## config.mk

```make
export PLATFORM = sky130hd
export DESIGN_NAME = i2c_addr_front
export DESIGN_NICKNAME = d
export VERILOG_FILES = /design/src/rtl/i2c_addr_front.sv
export SDC_FILE = /design/constraint.sdc
export NUM_CORES = 1
export LEC_CHECK = 0
export BUFFER_PORTS_ARGS = -buffer_cell sky130_fd_sc_hd__buf_2
export CAP_MARGIN = 20
export CORE_MARGIN = 3
export CORE_UTILIZATION = 26
export CTS_BUF_LIST = sky130_fd_sc_hd__clkbuf_4 sky130_fd_sc_hd__clkbuf_8 sky130_fd_sc_hd__clkbuf_16
export DETAILED_ROUTE_END_ITERATION = 12
export PLACE_DENSITY_LB_ADDON = 0.25
export RECOVER_POWER = 100
export SLEW_MARGIN = 30
export SYNTH_ARGS = -nofsm -noshare
export SYNTH_HDL_FRONTEND = slang
export SYNTH_SLANG_ARGS = --single-unit
export TNS_END_PERCENT = 50
```

## constraint.sdc

```tcl
create_clock -name clk -period 1.4 [get_ports clk]
set_clock_uncertainty 0.1 [all_clocks]
set_input_delay 0.14 -clock clk [delete_from_list [all_inputs] [get_ports clk]]
set_output_delay 0.14 -clock clk [all_outputs]
set_load 0.1 [all_outputs]
```

## src/rtl/i2c_addr_front.sv

```systemverilog
module i2c_addr_front #(
  parameter logic [3:0] PREFIX = 4'b0100
) (
  input  logic       clk,
  input  logic       rst_n,
  input  logic       scl_in,
  input  logic       sda_in,
  input  logic [2:0] sel_pins,
  output logic       sda_drive,
  output logic       addr_hit,
  output logic       rd_mode,
  output logic       byte_strobe,
  output logic [7:0] byte_data,
  output logic       xfer_end
);

  typedef enum logic [2:0] {S_IDLE, S_ADDR, S_ACK, S_DATA, S_SKIP} st_t;

  logic [2:0] scl_p, sda_p;
  logic       scl, scl_q, sda, sda_q;
  logic       start_c, stop_c, rise, fall, match;
  st_t        st;
  logic [3:0] cnt;
  logic [7:0] sr;

  always_ff @(posedge clk) begin
    if (!rst_n) begin
      scl_p <= 3'b111;
      sda_p <= 3'b111;
    end else begin
      scl_p <= {scl_p[1:0], scl_in};
      sda_p <= {sda_p[1:0], sda_in};
    end
  end

  assign scl     = scl_p[1];
  assign scl_q   = scl_p[2];
  assign sda     = sda_p[1];
  assign sda_q   = sda_p[2];
  assign start_c = scl & scl_q & sda_q & ~sda;
  assign stop_c  = scl & scl_q & ~sda_q & sda;
  assign rise    = scl & ~scl_q;
  assign fall    = ~scl & scl_q;
  assign match   = (sr[7:1] == {PREFIX, sel_pins});

  always_ff @(posedge clk) begin
    if (!rst_n) begin
      st          <= S_IDLE;
      cnt         <= '0;
      sr          <= '0;
      sda_drive   <= 1'b0;
      addr_hit    <= 1'b0;
      rd_mode     <= 1'b0;
      byte_strobe <= 1'b0;
      byte_data   <= '0;
      xfer_end    <= 1'b0;
    end else begin
      byte_strobe <= 1'b0;
      xfer_end    <= 1'b0;
      if (start_c) begin
        st        <= S_ADDR;
        cnt       <= '0;
        addr_hit  <= 1'b0;
        sda_drive <= 1'b0;
      end else if (stop_c) begin
        if (st != S_IDLE) xfer_end <= 1'b1;
        st        <= S_IDLE;
        addr_hit  <= 1'b0;
        sda_drive <= 1'b0;
      end else begin
        case (st)
          S_ADDR, S_DATA: begin
            if (st == S_ADDR || !rd_mode) begin
              if (rise && cnt != 4'd8) begin
                sr  <= {sr[6:0], sda};
                cnt <= cnt + 4'd1;
              end else if (fall && cnt == 4'd8) begin
                cnt <= '0;
                if (st == S_DATA) begin
                  byte_strobe <= 1'b1;
                  byte_data   <= sr;
                  sda_drive   <= 1'b1;
                  st          <= S_ACK;
                end else if (match) begin
                  addr_hit  <= 1'b1;
                  rd_mode   <= sr[0];
                  sda_drive <= 1'b1;
                  st        <= S_ACK;
                end else begin
                  st <= S_SKIP;
                end
              end
            end
          end
          S_ACK: begin
            if (fall) begin
              sda_drive <= 1'b0;
              st        <= S_DATA;
            end
          end
          default: ;
        endcase
      end
    end
  end


  ack_setup_chk: assert property (@(posedge clk) disable iff (!rst_n)
    $rose(sda_drive) |-> !$past(scl));


  drive_needs_hit_chk: assert property (@(posedge clk) disable iff (!rst_n)
    sda_drive |-> addr_hit);


  end_clears_hit_chk: assert property (@(posedge clk) disable iff (!rst_n)
    xfer_end |-> !addr_hit);


  strobe_single_chk: assert property (@(posedge clk) disable iff (!rst_n)
    byte_strobe |=> !byte_strobe);


  read_passive_chk: assert property (@(posedge clk) disable iff (!rst_n)
    (st == S_DATA && rd_mode) |-> !sda_drive);

endmodule

```

## Word level (Yosys, flattened, before mapping)

Index checks and enable logic that the tools add are counted.
W data, S select, Z words.

| operators by class | value |
|---|---|
| $add $sub $neg | 1 |
| $mul | 0 |
| divide/modulo/power cells | 0 |
| order comparisons | 0 |
| equality and inequality tests | 15 |
| shift-type cells | 0 |
| multiplexer cells | 20 |
| bitwise logic cells | 19 |
| reduce and logical (&&, ||, !) cells | 21 |

Operators by type and width:

| cell | count |
|---|---|
| $ne A4 B4 Y1 const B | 5 |
| $mux W3 | 6 |
| $reduce_and A5 Y1 | 3 |
| $not A1 Y1 | 12 |
| $reduce_and A6 Y1 | 2 |
| $mux W1 | 10 |
| $mux W4 | 2 |
| $ne A2 B2 Y1 const B | 4 |
| $reduce_and A8 Y1 | 1 |
| $and A1 B1 Y1 | 7 |
| $eq A7 B6 Y1 | 1 |
| $reduce_and A7 Y1 | 1 |
| $reduce_or A7 Y1 | 1 |
| $eq A3 B2 Y1 const B | 2 |
| $pmux W3 S2 | 1 |
| $reduce_or A3 Y1 | 2 |
| $add A4 B1 Y4 const B | 1 |
| $eq A4 B4 Y1 const B | 1 |
| $reduce_and A4 Y1 | 1 |
| $reduce_bool A2 Y1 | 2 |
| $reduce_bool A4 Y1 | 1 |
| $reduce_or A2 Y1 | 2 |
| $eq A3 B1 Y1 const B | 1 |
| $ne A3 B3 Y1 const B | 1 |
| 5 further kinds | 6 |

| storage, ports and cells | value |
|---|---|
| register bits | 34 |
| bits in latches | 0 |
| RAM bits | 0 |
| memory bits (read-only) | 0 |
| input bits | 7 |
| output and inout port bits | 13 |
| memories kept | 0 |

## Logic depth before layout (Yosys ltp)

Gate-level depths: netlist (run 1).

| logic depth | value |
|---|---|
| word-level depth | 9 |
| gate-level depth with buffers | 7 |

## Least setup slack after synthesis (run 1)

Ideal clock, no wire load.

| path | value |
|---|---|
| kind | reg2reg |
| start point | register rd_mode |
| end point | register sr[0] |
| setup time | 0.128 ns |
| arrival | 1.821 ns |
| required time | 1.172 ns |
| slack | -0.649 ns |
| cell stages (with the launch flop) | 6 |
| path buffers | 1 |
| period minus slack after synthesis | 2.049 ns |
| cell sequence | dfxtp_1 > nand2_1 > nand4_1 > buf_2 > mux2i_1 > nor2_1 |

| on the way | value |
|---|---|
| cells in the longest elaborated chain, start to end | 3 |

Ends and longest elaborated chain:

| element | line | RTL |
|---|---|---|
| from (decl) | 11 | `output logic rd_mode,` |
| from (signal assigned) | 86 | `rd_mode <= sr[0];` |
| $logic_not A1 Y1 | 73 | `if (st == S_ADDR \|\| !rd_mode) begin` |
| $logic_or A1 B1 Y1 | 73 |  |
| $reduce_and A5 Y1 (no line) | - |  |
| to (signal assigned) | 75 | `sr <= {sr[6:0], sda};` |
| to (decl) | 24 | `logic [7:0] sr;` |

No other way between the ends.
A chain may end at the register's enable or synchronous reset.

## Worst setup path in the final report (run 1)

| path | value |
|---|---|
| start point | register cnt[1] |
| end point | register byte_data[4] |

| on the way | value |
|---|---|
| cells in the longest elaborated chain, start to end | 4 |

Ends and longest elaborated chain:

| element | line | RTL |
|---|---|---|
| from (decl) | 23 | `logic [3:0] cnt;` |
| from (signal assigned) | 76 | `cnt <= cnt + 4'd1;` |
| $ne A4 B4 Y1 | 74 | `if (rise && cnt != 4'd8) begin` |
| $logic_and A1 B1 Y1 | 74 |  |
| $not A1 Y1 (no line) | - |  |
| $reduce_and A7 Y1 (no line) * | - |  |
| to (signal assigned) | 81 | `byte_data <= sr;` |
| to (decl) | 13 | `output logic [7:0] byte_data,` |

Mark *: on every way between the ends. The rest lies on a longest branch, timed or not.

==> flow_summary.ini, run 1 <==
[finish]
nets = 203
area_growth_syn_to_layout_pct = 39.9
design_area_um2 = 2000
antenna_cells = 0
layout.cells.non_filler = 265
final_core_utilization_pct = 38.5
drive_gt1_share_pct = 39.0

[power]
cellPowerDensity_nw_per_um2 = 929
post-layout-total-power_mw = 1.86
netSwitchingPower_mw = 0.436
seq_power_share_pct = 52.9
p_leak_nw = 0.926
clock_power_share_pct = 41.2
cell_internal_pwr_mw = 1.42
netSwitchingFraction_pct = 23.5
vdd.ir_drop.worst_mv = 0.494
combinationalPowerShare_pct = 5.9

[place]
dpl.hpwl_um = 2500
dpl-instance-area_um2 = 1830
place.port_buffers = 19
gpl.final_weighted_congestion = 0.835
place_inst = 254

[synthesis]
synth_largest_type_area_fraction_pct = 47.6
synth_top_cells_by_area = dfxtp_1 (48%), mux2i_1 (13%), nor2_1 (5.5%), nand2b_1 (3.9%), xnor2_1 (2.4%)
sequential_share_of_the_synthesized_area_pct = 47.6
netlist_area_um2 = 1430
netlist_instances = 146
post-synth-top-area-cell = dfxtp_1
synth_fp_nets = 155
yosysWarnings = 0
ys_seq_elements = 34
postSynthAreaPerCell_um2 = 9.80
yosys.cell_types.count = 36

[clock_network]
ctsHtreeMaxLevel = 2
clk_root_buffer_cell = clkbuf_8
ctsLongestPathBuffers = 2
tritoncts = built
clk_pin_slew_worst_paths_ps = 70
numClockSinks = 34
skew_pair_late_insertion_delay_ps = 290
cts-buffers-inserted = 5

[floorplanning]
die_width_um = 80.2
total_i_o_pin_count = 20
effective_utilization_at_floorplan_pct = 27.5
fp.coreArea_um2 = 5200
placement_rows = 26
chipHeight_um = 80.2
design.die.area_um2 = 6430

[detailed_routing]
firstDrtPassIters = 4
drc_violations = 0
vias = 1196
drt.antenna.violating_nets = 0
first_iter_violations = 42
route.detailed.vias_per_inst = 4.51
routed_wire_length_per_instance_um = 12.8
drt-total-wl_um = 3380

[timing]
pins_over_slew_limit = 0
period_share_pct = 112
hold_viol_final = 0
max_freq_mhz = 640
slew_headroom_pct = 63.7
grt_setup_unrepaired = true
timing_worst_slew_pin_value_ps = 547
fin_setup_tns_ps = -1900
setup_ws_ps = -163
report.final.setup_viol = 17
timing.final.crit_period_ps = 1560

[critical_path]
worst_ep_required_time_ps = 1480
worst_path_dominant_cell_family = simple AND/OR/NAND/NOR gates
critical_path.cell_chain = inv_2 > ha_4 > and4bb_4 > nand4_1 > buf_12 > mux2i_1 > nor2_1
crit_path_max_incr_delay_ps = 330
worstSetupPathType = flip-flop to flip-flop
critPathBufInv = 2
worstSetupStartpointType = flip-flop
critical_path.slowest_cell = dfxtp_2
worst-path-max-fanout = 9
timing.critical_path.arrival_ps = 1640
end_kind = flip-flop

[global_routing]
gr-usage-all-layers_pct = 11.7
largest_net_degree_at_the_start_of_global_routing = 18
grt_pass1_wl_um = 5730
total_gr_overflow = 0
antenna_found_initial = 0
via_count_of_the_first_global_routing_pass = 1279

[flow_run]
maxCapViolCount = 0

[worst_hold_path]
hold_class = input port to flip-flop

[run_status]
run_status = finished with violations
failing_checks = negative setup slack
-- power by group through the flow --
stage	clock network [mW]	logic (mW)	registers, mW
after detailed placement	0	0.101	1.00
after CTS	0.787	0.108	0.981
after global placement	0	0.100	1.00
after floorplan	0	0.0609	1.00
after global routing	0.834	0.121	0.984
final	0.766	0.110	0.983
-- metal layers --
layer,GRT usage [%],vias to the layer above,share of wire (%)
li1,-,606,-
met1,13.4,571,46
met2,19.1,12,49
met3,4.26,7,3.4
met4,5.41,0,1.3
met5,0,-,0
-- synthesized netlist by cell type (all sizes together) --
cell type,count
inv,2
dfxtp,34
nand2,9
or3,1
a31o,1
a21o,1
o31ai,1
nor4b,2
mux2i,18
and4bb,1
ha,2
nor2,21
o21ba,1
a21oi,3
nand4,4
o211ai,3
nand2b,9
xnor2,4
clkinv,1
nor3b,1
o21a,1
nor4,1
nor2b,3
a22oi,1
nand3b,2
a211oi,3
nor3,2
o21ai,4
and2b,1
nand3,1
and3,1
clkbuf,2
a41oi,1
buf,4
-- worst register-to-register path: stages (launching register included) --
cell	delay, ps
dfxtp_2	330
inv_2	60
ha_4	130
and4bb_4	280
nand4_1	150
buf_12	190
mux2i_1	160
nor2_1	50
-- repair_timing --
item                                    4_1_cts  5_1_grt
endpoints found under the setup margin       26       27
resized for setup                             7        7
setup buffers                                 1        0
hold endpoints to repair                      2        0
pin swaps                                     4        1
hold buffers                                  2        0
-- logic make-up (layout without fill, tap and decap cells) --
family | count (synthesis) | after routing | share of synthesized area, %
adder cells (fa/ha/maj) | 2 | 2 | 1.75
AND/OR/NAND/NOR | 59 | 59 | 22.0
AO/OA/AOI/OAI | 20 | 20 | 10.6
XOR/XNOR | 4 | 4 | 2.45
flip-flops | 34 | 34 | 47.6
multiplexers | 18 | 18 | 12.6
buffers and inverters | 9 | 58 | 3.06
-- cell type report --
cell class,count,area (µm²)
clock buffers,6,82.6
clock inverters,2,11.3
fillers,554,3200
inverters,3,11.3
multi-input cells,103,792
flip-flops and latches,34,687
well taps,70,87.6
repair buffers,47,330
-- path summary, 6_finish.rpt --
path | slack, ps | depth (start not counted) | end | from
hold / removal | 60 | 2 | scl_p[1]$_SDFF_PN1_ | rst_n
setup / recovery | -160 | 7 | byte_data[4]$_SDFFE_PN0P_ | cnt[1]$_SDFFE_PP0P_
setup reg to reg | -160 | 7 | byte_data[4]$_SDFFE_PN0P_ | cnt[1]$_SDFFE_PP0P_
hold reg to reg | 310 | 1 | scl_p[1]$_SDFF_PN1_ | scl_p[0]$_SDFF_PN1_
-- stage by stage --
stage          setup slack (ps)  hold slack, ps
2_1_floorplan             -28.5             141
3_3_place_gp               -151             225
3_5_place_dp               -161             226
4_1_cts                    -174            57.8
5_1_grt                    -255            57.6
6_report                   -163            62.5
-- registers in the layout, indices dropped and copies added (netlist names) --
name and flops:
byte_data 8, sr 8, cnt 4, scl_p 3, sda_p 3, st 3, addr_hit 1, byte_strobe 1
rd_mode 1, sda_drive 1, xfer_end 1
-- cell usage in the layout (no fill, tap or decap), drive strengths merged, types with 2 or more instances in the layout --
cell | synthesis | final
dfxtp | 34 | 34
xnor2 | 4 | 4
ha | 2 | 2
o21ai | 4 | 4
o211ai | 3 | 3
nor4b | 2 | 2
nand2 | 9 | 9
nand2b | 9 | 9
clkbuf | 2 | 14
clkinv | 1 | 2
nand4 | 4 | 4
nor2b | 3 | 3
a21oi | 3 | 3
buf | 4 | 37
nor3 | 2 | 2
nor2 | 21 | 21
mux2i | 18 | 18
inv | 2 | 3
nand3b | 2 | 2
a211oi | 3 | 3
dlygate4sd3 | 0 | 2
No activity file was read; power rests on OpenSTA's default activity.
==> inputs of run 2 (changes only) <==
Settings changed: CORE_UTILIZATION 26 to 40.
==> run 2 against run 1 <==
Net effect:
- the flow still finishes with violations (negative setup slack)
- die area is 33% lower
- total power fell by 9.0%
- core utilization grew 19 points
- combinational power rose by 8%
- sequential power about the same
- register-to-register slack about the same
- critical path depth unchanged
- first-iteration DRC count fell by 21%
- sequential share of layout area grew 1.1 points
- global-route usage up 4.4 points
- cell area down 3.4%
- wire length decreased by 11%
- largest cell class unchanged
- highest routed layer unchanged
==> flow_summary.ini, run 2 (synthesized netlist as in run 1, its figures left out) <==
[finish]
drive_gt1_share_pct = 36.2
final_core_utilization_pct = 57.1
final_common_cell = dfxtp_1
design_area_um2 = 1930
nets = 204
layout.cells.non_filler = 242
commonest_cells_after_routing_fill_and_taps_aside = dfxtp_1 (30), nor2_1 (21), buf_4 (21)
area_growth_syn_to_layout_pct = 35.1
layout_top_registers = byte_data x8, sr x8, cnt x4
antenna_cells = 0
fill_cells = 296

[place]
dpl.hpwl_um = 2180
place_inst = 227
gpl.final_weighted_congestion = 0.810
dpl-instance-area_um2 = 1780
place.port_buffers = 19

[critical_path]
worst-path-max-fanout = 5
critical_path.cell_chain = inv_2 > ha_4 > and4bb_4 > buf_4 > a31o_4 > a211oi_2 > nor2_1
regToRegEndpoint = st[0]$_SDFFE_PN0P_
worstSetupStartpointType = flip-flop
worst_r2r_path_depth = 7
crit_path_max_incr_delay_ps = 350
worst_ep_required_time_ps = 1520
worst_r2r_startpoint = cnt[1]$_SDFFE_PP0P_
timing.critical_path.arrival_ps = 1700
critical_path.slowest_cell = dfxtp_2
r2r_setup_slack_ps = -180
end_kind = flip-flop
worstSetupPathType = flip-flop to flip-flop

[clock_network]
ctsLongestPathBuffers = 2
tritoncts = built
skew_pair_late_insertion_delay_ps = 330
cts-buffers-inserted = 5
ctsHtreeMaxLevel = 2
clk_root_buffer_cell = clkbuf_4
numClockSinks = 34
clk_pin_slew_worst_paths_ps = 100

[floorplanning]
effective_utilization_at_floorplan_pct = 42.2
placement_rows = 21
design.die.area_um2 = 4330
total_i_o_pin_count = 20
die_width_um = 65.8
fp.coreArea_um2 = 3390
chipHeight_um = 65.8

[timing]
timing_worst_slew_pin_value_ps = 537
timing.final.crit_period_ps = 1580
grt_setup_unrepaired = true
fin_setup_tns_ps = -1770
period_share_pct = 113
setup_ws_ps = -175
hold_viol_final = 0
report.final.setup_viol = 17
max_freq_mhz = 635
hold_slack_ps = 51.4
pins_over_slew_limit = 0
slew_headroom_pct = 64.3

[run_status]
run_status = finished with violations
failing_checks = negative setup slack

[worst_hold_path]
hold_crit_depth = 3
holdPathEnd = xfer_end$_SDFF_PP0_
hold_class = input port to flip-flop
worst_hold_startpoint = rst_n

[detailed_routing]
route.detailed.vias_per_inst = 5.02
drc_violations = 0
routed_wire_length_per_instance_um = 12.4
vias = 1215
firstDrtPassIters = 4
drt-total-wl_um = 3000
drt.antenna.violating_nets = 0
first_iter_violations = 33

[power]
cellPowerDensity_nw_per_um2 = 874
p_leak_nw = 0.888
vdd.ir_drop.worst_mv = 0.583

[flow_run]
maxCapViolCount = 0

[global_routing]
via_count_of_the_first_global_routing_pass = 1227
grt_pass1_wl_um = 5260
largest_net_degree_at_the_start_of_global_routing = 18
total_gr_overflow = 0
antenna_found_initial = 0
gr-usage-all-layers_pct = 16.0
-- run 2: changes by cell type in the layout (fill, tap and decap cells not counted), moves of 2 or more --
cell           before  now
a211oi_1            0    2
a211oi_2            3    1
buf_2              11   14
buf_4              23   21
clkbuf_2            8    2
clkbuf_4            0   10
clkbuf_8            6    1
dlygate4sd3_1       2    5
-- run 2: worst max path at each step --
stage / startpoint / cells past startpoint / to
CTS: cnt[1]$_SDFFE_PP0P_ / 7 / byte_data[7]$_SDFFE_PN0P_
finish: cnt[1]$_SDFFE_PP0P_ / 7 / st[0]$_SDFFE_PN0P_
floorplan: cnt[1]$_SDFFE_PP0P_ / 6 / cnt[3]$_SDFFE_PP0P_
global route: cnt[1]$_SDFFE_PP0P_ / 7 / byte_data[7]$_SDFFE_PN0P_
detailed placement: cnt[1]$_SDFFE_PP0P_ / 7 / byte_data[7]$_SDFFE_PN0P_
global placement: cnt[1]$_SDFFE_PP0P_ / 7 / byte_data[0]$_SDFFE_PN0P_
-- run 2: final cells by class --
type | count | area [µm²] | area share [%]
Timing Repair Buffer | 48 | 349 | 18.0
Inverter | 3 | 11.3 | 0.582
Clock buffer | 7 | 58.8 | 3.04
Sequential cell | 34 | 686 | 35.4
Multi-Input combinational cell | 103 | 767 | 39.7
Clock inverter | 1 | 5.00 | 0.259
Tap cell | 46 | 57.6 | 2.98
-- run 2: repair_timing --
item                                   CTS  global route
setup buffers                            2             0
pin swaps                                4             0
gates resized for setup                  4             7
endpoints found under the hold margin    6             0
hold buffers                             5             0
setup endpoints to repair               25            29
gates cloned                             0             0
-- run 2: critical path: cells and delay by family, from the launching register on --
family | cells | cell delay (ps)
adders and majority gates | 1 | 150
AOI/OAI and AO/OA | 2 | 410
and+or+nand+nor | 2 | 290
DFF | 1 | 350
buffers and inverters | 2 | 180
-- run 2: layer usage --
layer,global-route usage (%),share of wire [%],up-vias
met2,27.3,49,19
met4,7.51,2.2,0
met3,4.76,2.9,8
li1,-,-,614
met1,18.2,46,574
met5,0,0,-
-- run 2: where the power goes --
part | total [mW] | internal, mW | switching, mW
registers | 0.982 | 0.976 | 0.00554
clock network | 0.590 | 0.263 | 0.327
logic | 0.119 | 0.0585 | 0.0607
total | 1.69 | 1.30 | 0.394
-- run 2: metrics by stage --
| step | power [mW] | worst slack (ps) |
|---|---|---|
| global route | 1.76 | -270 |
| finish | 1.69 | -175 |
| CTS | 1.70 | -196 |
| global placement | 1.11 | -126 |
| floorplan | 1.06 | -28.5 |
| detailed placement | 1.11 | -197 |
